### config.mk
export PLATFORM = sky130hd
export DESIGN_NAME = cfg_seq_ctrl
export DESIGN_NICKNAME = d
export VERILOG_FILES = /design/src/rtl/cfg_seq_pkg.sv /design/src/rtl/cfg_sync_chain.sv /design/src/rtl/cfg_clear_timer.sv /design/src/rtl/cfg_crc_acc.sv /design/src/rtl/cfg_seq_fsm.sv /design/src/rtl/cfg_seq_ctrl.sv
export SDC_FILE = /design/constraint.sdc
export NUM_CORES = 1
export LEC_CHECK = 0
export BUFFER_PORTS_ARGS = -buffer_cell sky130_fd_sc_hd__buf_4
export CORE_MARGIN = 2
export CORE_UTILIZATION = 35
export CTS_CLUSTER_SIZE = 24
export DETAILED_ROUTE_END_ITERATION = 10
export SYNTH_ARGS = -nofsm -noshare
export SYNTH_HDL_FRONTEND = slang
export SYNTH_HIERARCHICAL = 1
export SYNTH_SLANG_ARGS = --single-unit
### constraint.sdc
create_clock -name clk -period 2.4 [get_ports clk]
set_input_delay 0.12 -clock clk [delete_from_list [all_inputs] [get_ports clk]]
set_output_delay 0.12 -clock clk [all_outputs]
set_load 0.01 [all_outputs]
### src/rtl/cfg_seq_pkg.sv
package cfg_seq_pkg;

    localparam int WORD_W   = 32;
    localparam int CRC_W    = 16;
    localparam logic [CRC_W-1:0] CRC_POLY = 16'h8005;

    typedef enum logic [2:0] {
        ST_PWR_WAIT,
        ST_CLEAR,
        ST_RELEASE,
        ST_LOAD,
        ST_RISE_DONE,
        ST_RISE_IO,
        ST_USER,
        ST_ABORT
    } seq_state_e;

    typedef struct packed {
        logic pull_low;
        logic done;
        logic io_en;
        logic gsr_rel;
    } seq_out_t;

    // Fold one word into the CRC, most significant bit first.
    function automatic logic [CRC_W-1:0] crc_fold_word(
        input logic [CRC_W-1:0]  crc_in,
        input logic [WORD_W-1:0] word
    );
        logic [CRC_W-1:0] c;
        logic             fb;
        c = crc_in;
        for (int i = WORD_W - 1; i >= 0; i--) begin
            fb = c[CRC_W-1] ^ word[i];
            c  = {c[CRC_W-2:0], 1'b0} ^ (fb ? CRC_POLY : '0);
        end
        return c;
    endfunction

    function automatic seq_out_t state_outputs(input seq_state_e s);
        seq_out_t o;
        o = '0;
        case (s)
            ST_PWR_WAIT, ST_CLEAR, ST_ABORT: o.pull_low = 1'b1;
            ST_RISE_DONE: o.done = 1'b1;
            ST_RISE_IO: begin
                o.done  = 1'b1;
                o.io_en = 1'b1;
            end
            ST_USER: begin
                o.done    = 1'b1;
                o.io_en   = 1'b1;
                o.gsr_rel = 1'b1;
            end
            default: o = '0;
        endcase
        return o;
    endfunction

endpackage

### src/rtl/cfg_sync_chain.sv
module cfg_sync_chain #(
    parameter int   STAGES  = 2,
    parameter logic RST_VAL = 1'b0
) (
    input  logic clk,
    input  logic rst,
    input  logic d,
    output logic q
);
    logic [STAGES-1:0] chain;

    generate
        if (STAGES == 1) begin : g_single
            always_ff @(posedge clk) begin
                if (rst) chain <= RST_VAL;
                else     chain <= d;
            end
        end else begin : g_multi
            always_ff @(posedge clk) begin
                if (rst) chain <= {STAGES{RST_VAL}};
                else     chain <= {chain[STAGES-2:0], d};
            end
        end
    endgenerate

    assign q = chain[STAGES-1];
endmodule

### src/rtl/cfg_clear_timer.sv
module cfg_clear_timer #(
    parameter int CYCLES = 16
) (
    input  logic clk,
    input  logic rst,
    input  logic run,
    output logic expired
);
    localparam int CW = $clog2(CYCLES + 1);
    localparam logic [CW-1:0] LAST = CW'(CYCLES - 1);

    logic [CW-1:0] cnt;

    assign expired = (cnt == LAST);

    always_ff @(posedge clk) begin
        if (rst || !run) cnt <= '0;
        else if (!expired) cnt <= cnt + 1'b1;
    end
endmodule

### src/rtl/cfg_crc_acc.sv
module cfg_crc_acc
    import cfg_seq_pkg::*;
(
    input  logic              clk,
    input  logic              rst,
    input  logic              clr,
    input  logic              word_vld,
    input  logic [WORD_W-1:0] word,
    output logic              match
);
    logic [CRC_W-1:0]  crc_run;
    logic [CRC_W-1:0]  crc_before_last;
    logic [WORD_W-1:0] last_word;

    always_ff @(posedge clk) begin
        if (rst || clr) begin
            crc_run         <= '0;
            crc_before_last <= '0;
            last_word       <= '0;
        end else if (word_vld) begin
            crc_before_last <= crc_run;
            crc_run         <= crc_fold_word(crc_run, word);
            last_word       <= word;
        end
    end

    assign match = (crc_before_last == last_word[CRC_W-1:0]);
endmodule

### src/rtl/cfg_seq_fsm.sv
module cfg_seq_fsm
    import cfg_seq_pkg::*;
(
    input  logic       clk,
    input  logic       rst,
    input  logic       pwr_ok,
    input  logic       prog_ok,
    input  logic       line_high,
    input  logic       clr_done,
    input  logic       load_end,
    input  logic       crc_match,
    output seq_state_e state
);
    seq_state_e nxt;

    always_comb begin
        nxt = state;
        if (!pwr_ok) begin
            nxt = ST_PWR_WAIT;
        end else if (state == ST_PWR_WAIT) begin
            nxt = ST_CLEAR;
        end else if (!prog_ok) begin
            nxt = ST_CLEAR;
        end else begin
            case (state)
                ST_CLEAR:     if (clr_done)  nxt = ST_RELEASE;
                ST_RELEASE:   if (line_high) nxt = ST_LOAD;
                ST_LOAD:      if (load_end)  nxt = crc_match ? ST_RISE_DONE : ST_ABORT;
                ST_RISE_DONE: nxt = ST_RISE_IO;
                ST_RISE_IO:   nxt = ST_USER;
                default:      nxt = state;
            endcase
        end
    end

    always_ff @(posedge clk) begin
        if (rst) state <= ST_PWR_WAIT;
        else     state <= nxt;
    end
endmodule

### src/rtl/cfg_seq_ctrl.sv
module cfg_seq_ctrl
    import cfg_seq_pkg::*;
#(
    parameter int CLR_CYCLES  = 16,
    parameter int MODE_W      = 3,
    parameter int SYNC_STAGES = 2
) (
    input  logic              clk,
    input  logic              rst,
    input  logic              core_pwr_ok,
    input  logic              io_pwr_ok,
    input  logic              prog_n,
    input  logic              stat_line_in,
    input  logic [MODE_W-1:0] mode_pins,
    input  logic [31:0]       frame_data,
    input  logic              frame_valid,
    input  logic              load_end,
    output logic              stat_pull_low,
    output logic              done_out,
    output logic              io_enable,
    output logic              gsr_release,
    output logic [MODE_W-1:0] mode_latched
);
    logic       prog_s;
    logic       line_s;
    logic       clr_done;
    logic       crc_match;
    logic       word_take;
    seq_state_e state;
    seq_out_t   outs;

    cfg_sync_chain #(.STAGES(SYNC_STAGES), .RST_VAL(1'b1)) u_prog_sync (
        .clk(clk), .rst(rst), .d(prog_n), .q(prog_s)
    );

    cfg_sync_chain #(.STAGES(SYNC_STAGES), .RST_VAL(1'b0)) u_line_sync (
        .clk(clk), .rst(rst), .d(stat_line_in), .q(line_s)
    );

    cfg_clear_timer #(.CYCLES(CLR_CYCLES)) u_timer (
        .clk(clk), .rst(rst),
        .run((state == ST_CLEAR) && prog_s),
        .expired(clr_done)
    );

    assign word_take = frame_valid && !load_end && (state == ST_LOAD);

    cfg_crc_acc u_crc (
        .clk(clk), .rst(rst),
        .clr(state != ST_LOAD),
        .word_vld(word_take),
        .word(frame_data),
        .match(crc_match)
    );

    cfg_seq_fsm u_fsm (
        .clk(clk), .rst(rst),
        .pwr_ok(core_pwr_ok && io_pwr_ok),
        .prog_ok(prog_s),
        .line_high(line_s),
        .clr_done(clr_done),
        .load_end(load_end),
        .crc_match(crc_match),
        .state(state)
    );

    always_ff @(posedge clk) begin
        if (rst) mode_latched <= '0;
        else if (state == ST_RELEASE && line_s && prog_s && core_pwr_ok && io_pwr_ok)
            mode_latched <= mode_pins;
    end

    assign outs          = state_outputs(state);
    assign stat_pull_low = outs.pull_low;
    assign done_out      = outs.done;
    assign io_enable     = outs.io_en;
    assign gsr_release   = outs.gsr_rel;
endmodule

; Word-level counts from Yosys, hierarchy flattened
; Cells that the tools add are included.
[classes]
n_addsub = 1
multipliers = 0
div = 0
order_cmp = 0
n_eq_ne = 17
shifts = 0
n_mux = 43
bitwise = 66
n_reduce_logical = 21
[ops]
columns = cell, n
row1 = 16-bit two-way mux, 32
row2 = 16-bit XOR, 32
row3 = 1-bit XOR, 32
row4 = 16-bit equality test, 1
row5 = 3-bit case mux with 5 select lines, 1
row6 = 3-bit equality test (second input constant), 4
row7 = 3-bit two-way mux, 3
row8 = 1-bit logical AND, 8
row9 = 4-bit by 3-bit inequality test with 1-bit output (second input constant), 2
row10 = 4-bit AND reduction, 2
row11 = 7-bit by 4-bit inequality test with 1-bit output (second input constant), 1
row12 = 3-bit by 2-bit equality test with 1-bit output (second input constant), 2
row13 = 1-bit two-way mux, 6
row14 = 3-bit OR reduction, 2
row15 = 5-bit by 1-bit adder with 5-bit output (second input constant), 1
row16 = 5-bit by 4-bit equality test with 1-bit output (second input constant), 1
row17 = 5-bit nonzero test, 1
row18 = 2-bit inequality test (second input constant), 2
row19 = 4-bit by 2-bit inequality test with 1-bit output (second input constant), 1
row20 = 2-bit OR reduction, 2
row21 = 4-bit OR reduction, 1
row22 = 3-bit by 1-bit equality test with 1-bit output (second input constant), 1
row23 = 3-bit logical NOT, 1
row24 = 3-bit by 2-bit inequality test with 1-bit output (second input constant), 1
row25 = other kinds (5), 8
[word_totals]
register_bits = 63
latchBits = 0
ramBits = 0
mem_bits_ro = 0
input_bits = 43
output_inout_bits = 7
word_cells = 157
n_memories = 0

; Logic depth before layout (Yosys ltp)
[logic_depth]
word_depth = 96
depth_mapped = 7
mapped_depth_nobuf = 7

; Modules after synthesis
; Netlist, hierarchy kept.
[by_module_without_submodules]
columns = module, instances, cells_each, area_per_inst_um2, seq_area_each_um2
row1 = cfg_crc_acc, 1, 253, 2690.1, 960.9
row2 = cfg_clear_timer, 1, 24, 232.7, 100.1
row3 = cfg_seq_ctrl, 1, 26, 232.7, 60.1
row4 = cfg_seq_fsm, 1, 23, 209.0, 60.1
row5 = cfg_sync_chain, 2, 4, 52.6, 40.0

; Worst setup path after synthesis
; Ideal clock, no wire load.
[synth_timing]
kind = flip-flop to flip-flop
from = register u_crc.crc_run[15]
to = register u_crc.crc_run[0]
setup_time_ns = 0.067
arrival_ns = 2.118
required_ns = 2.333
setup_slack_ns = 0.215
path_stages_with_launch = 8
path_buffers = 0
synth_period_minus_slack_ns = 2.185
cell_sequence = dfxtp_1 > xor2_2 > xnor3_2 > xnor2_2 > xnor3_1 > xnor3_1 > nand2b_4 > a21oi_2
[synth_between]
elab_chain_cells = 96
[synth_rtl]
columns = element, line_no
row1 = start: declaration, cfg_crc_acc.sv:11  ; logic [CRC_W-1:0] crc_run;
row2 = start signal: assignment, cfg_crc_acc.sv:22  ; crc_run <= crc_fold_word(crc_run, word);
row3 = 1-bit XOR *, cfg_seq_pkg.sv:34  ; fb = c[CRC_W-1] ^ word[i];
row4 = 16-bit two-way mux *, cfg_seq_pkg.sv:35  ; c = {c[CRC_W-2:0], 1'b0} ^ (fb ? CRC_POLY : '0);
row5 = 16-bit XOR *, cfg_seq_pkg.sv:35
row6 = 1-bit XOR, cfg_seq_pkg.sv:34
row7 = 16-bit two-way mux, cfg_seq_pkg.sv:35
row8 = 16-bit XOR *, cfg_seq_pkg.sv:35
row9 = 1-bit XOR, cfg_seq_pkg.sv:34
row10 = 16-bit two-way mux, cfg_seq_pkg.sv:35
row11 = (+80 left out), --
row12 = 16-bit two-way mux, cfg_seq_pkg.sv:35
row13 = 16-bit XOR *, cfg_seq_pkg.sv:35
row14 = 1-bit XOR, cfg_seq_pkg.sv:34
row15 = 16-bit two-way mux, cfg_seq_pkg.sv:35
row16 = 16-bit XOR *, cfg_seq_pkg.sv:35
row17 = 1-bit XOR *, cfg_seq_pkg.sv:34
row18 = 16-bit two-way mux *, cfg_seq_pkg.sv:35
row19 = 16-bit XOR *, cfg_seq_pkg.sv:35
; Every way passes the cells marked *; elsewhere a longest branch is shown, timed or not.
; A chain may end at the register's enable or synchronous reset.

; Final worst setup path
[layout_timing]
from = register u_crc.crc_run[9]
to = register u_crc.crc_run[15]
[layout_between]
elab_chain_cells = 84
[layout_rtl]
columns = element, line_no
row1 = 16-bit XOR * (6 in series), cfg_seq_pkg.sv:35
row2 = 1-bit XOR *, cfg_seq_pkg.sv:34
row3 = 16-bit two-way mux *, cfg_seq_pkg.sv:35
row4 = 16-bit XOR *, cfg_seq_pkg.sv:35
row5 = 1-bit XOR, cfg_seq_pkg.sv:34
row6 = 16-bit two-way mux, cfg_seq_pkg.sv:35
row7 = 16-bit XOR *, cfg_seq_pkg.sv:35
row8 = 1-bit XOR, cfg_seq_pkg.sv:34
row9 = (+63 left out), --
row10 = 16-bit two-way mux, cfg_seq_pkg.sv:35
row11 = 16-bit XOR *, cfg_seq_pkg.sv:35
row12 = 1-bit XOR, cfg_seq_pkg.sv:34
row13 = 16-bit two-way mux, cfg_seq_pkg.sv:35
row14 = 16-bit XOR *, cfg_seq_pkg.sv:35
row15 = 1-bit XOR, cfg_seq_pkg.sv:34
row16 = 16-bit two-way mux, cfg_seq_pkg.sv:35
row17 = 16-bit XOR *, cfg_seq_pkg.sv:35
; Marked as above.

==> metrics <==
CP endpoint kind register; clk_lat worst skew between 0.3 and 0.4 ns; Simple-Gate Fraction of Synth Area 0.147; Starting Density 0.358; H-tree depth 3; Tcrit/Tclk final 0.962; Clk pin slew, worst setup/hold paths approximately 0.07 ns; most common cell after layout, fill and taps aside dfxtp_1; DPL Wire Length approximately 5100 um; xor/xnor share of the synthesized area 0.298; Port Buffers between 40 and 50; # rows 36; core box area approximately 9700 sq um; Max-Cap Viols 0; Worst Path Buf+Inv 0; synthesized flop and latch total 63; Slowest cell on crit path xnor3_1; most frequent cells in the layout dfxtp_1 (63), xnor2_1 (62), buf_4 (57), nor2_1 (54), mux2i_1 (39); critical path required time around 2.6 ns; post-synth top area share 0.364; Crit path max-delay family XOR/XNOR gates; n_diodes 0; register area share after synthesis 0.364; Sw Share 0.246; per-cell routed wire length 13.4 um; Cell Chain, Critical Path xnor2_2, xnor3_1, xnor3_1, xnor3_1, xnor3_1, mux2i_1, nor2_1; max frequency roughly 430 MHz; Post-layout nets 436; I/O pin total 50; initial DRC count 89; cell mode on critical path xnor3_1; synthesized area per cell approximately 10 sq um; yosys warns 6; clock power share 0.333; Mapped Nets 380; status finished clean; Mapped Cells around 330; DRC viols 0; VDD IR-drop max 0.000295 V; Post-DP Area 4000 sq um; Post-Syn Area around 3500 sq um; CTS sink count 63; area delta synth->final 21.7%; Sw Pwr 0.000640 W; clock root buffer master clkbuf_8; total gr overflow 0; Die Y approximately 100 um; synth top area cells dfxtp_1 (36%), xnor2_1 (16%), mux2i_1 (11%); crit path DAT approximately 2.5 ns; gr usage total 0.139; post-synth top area cell dfxtp_1; Layout Skew between 0.007 and 0.008 ns; clock buffer count from CTS 9; crit path kind reg2reg; FILL cells between 900 and 1000; Pleak 1.49 nW; Power Dens Cells 616 nW/um^2; Pint ~0.002 W; detailed-router iteration count before antenna repair 4; Tot Pwr approximately 0.0026 W; Die Area ~11000 sq um; critical path launch point type register; clock tree buffer depth 2; fin area roughly 4200 sq um; CTS tree built; Via density ~4.5; Slew HR 0.658; fraction of synthesized area in multiplexers 0.113; Worst Hold Class in2reg; vias in the first global route ~2500; Tmin final about 2.3 ns; final hold violations 0; Post-Layout Cell Count ~530; global-route wire length before repair around 12000 um; die extent in x 104 um; ratio of cells with drive above 1 in the final layout 0.231; complex-gate fraction of the synthesized area 0.0462; post-synthesis adder-cell area fraction 0.0108; crit-path max FO 3; Synth cell types 44; Post-DRT Antenna Nets 0; initial antenna violation count 0; Gate power share 0.263; vias approximately 2400; Post-Route WL about 7000 um; largest family of logic cells by synthesized area XOR/XNOR gates; Layout Utilization 0.436; Setup violations, final 0; Seq pwr share 0.404; placed insts 508; CP peak stage delay between 0.4 and 0.5 ns; Slew Viols, Final 0; largest net degree at the start of global routing 62; Placer Congestion around 0.80; Tightest Pin Transition between 0.5 and 0.6 ns
repair_timing:
item	4_1_cts	5_1_grt
gates resized for setup	0	2
hold buffers	1	0
setup endpoints to repair	0	3
setup buffers	0	3
hold endpoints to repair	1	0
per-stage QoR:
stage	worst slack [ns]	hold slack [ns]	TNS, ns
3_5_place_dp	0.0458	0.305	0
3_3_place_gp	0.0658	0.304	0
6_report	0.0912	0.0203	0
5_1_grt	-0.0000431	0.0190	-0.0000431
4_1_cts	0.0102	0.00366	0
2_1_floorplan	0.215	0.192	0
Yosys cell counts (all sizes together):
master / number
nand4: 5
and2: 3
nor4: 1
a31oi: 2
and3b: 2
nor2: 54
and3: 1
xor2: 14
nand3: 2
a221oi: 1
a21oi: 2
buf: 3
nand3b: 1
xnor2: 70
mux2i: 39
xnor3: 10
nor4bb: 1
or2: 4
nand4b: 2
and4b: 2
dfxtp: 63
ha: 3
a22o: 1
nor3b: 1
o21ai: 2
nand2: 2
nor2b: 4
inv: 3
nand2b: 11
nand4bb: 1
o311ai: 1
clkbuf: 11
a211oi: 12
cells by family after synthesis:
kind of cell               Yosys count
and+or+nand+nor                     97
xor gates and xnor gates            94
DFF                                 63
muxes                               39
AOI/OAI and AO/OA                   21
buffers and inverters               17
adders and majority gates            3
final timing paths:
kind	slack, ns	end	cells past startpoint	from
setup / recovery	0.09	u_crc/crc_run[15]$_SDFFE_PP0P_	7	u_crc/crc_run[9]$_SDFFE_PP0P_
hold / removal	0.02	u_line_sync/chain[0]$_SDFF_PP0_	2	stat_line_in
setup reg to reg	0.09	u_crc/crc_run[15]$_SDFFE_PP0P_	7	u_crc/crc_run[9]$_SDFFE_PP0P_
hold reg to reg	0.42	u_prog_sync/chain[1]$_SDFF_PP1_	1	u_prog_sync/chain[0]$_SDFF_PP1_
power groups by stage:
| stage | Clock [W] | Sequential (W) | Combinational [W] |
|---|---|---|---|
| after detailed placement | 0 | 0.00108 | 0.000679 |
| after global routing | 0.000945 | 0.00105 | 0.000744 |
| after CTS | 0.000900 | 0.00105 | 0.000683 |
| final | 0.000866 | 0.00105 | 0.000684 |
| after floorplan | 0 | 0.00108 | 0.000543 |
| after global placement | 0 | 0.00108 | 0.000676 |
final cells by class:
cell class                      count  area [sq um]  area share
Multi-Input combinational cell    254          2150       0.508
Timing Repair Buffer               59           458       0.108
Inverter                            3          11.3     0.00267
Tap cell                          133           166      0.0394
Clock inverter                      4          47.5      0.0113
Sequential cell                    63          1260       0.299
Clock buffer                       11           131      0.0311
metal layers:
metal	vias to the layer above	wire length, um	track usage
met5	-	0	0
met4	0	132	0.0492
met3	12	319	0.0422
met2	59	3230	0.224
met1	1071	3400	0.176
li1	1234	-	-
state kept, by name, indices dropped and copies added, names as in the netlist:
register	count
mode_latched	3
u_crc/crc_before_last	16
u_crc/crc_run	16
u_crc/last_word	16
u_fsm/state	3
u_line_sync/chain	2
u_prog_sync/chain	2
u_timer/cnt	5
worst register-to-register path, delay by kind of cell, from the launching register on:
| kind | cells | cell delay, ns |
|---|---|---|
| XOR/XNOR | 5 | 1.62 |
| flip-flops | 1 | 0.34 |
| multiplexers | 1 | 0.16 |
| AND/OR/NAND/NOR | 1 | 0.05 |
Note: power is estimated with default switching activity, not from simulation.
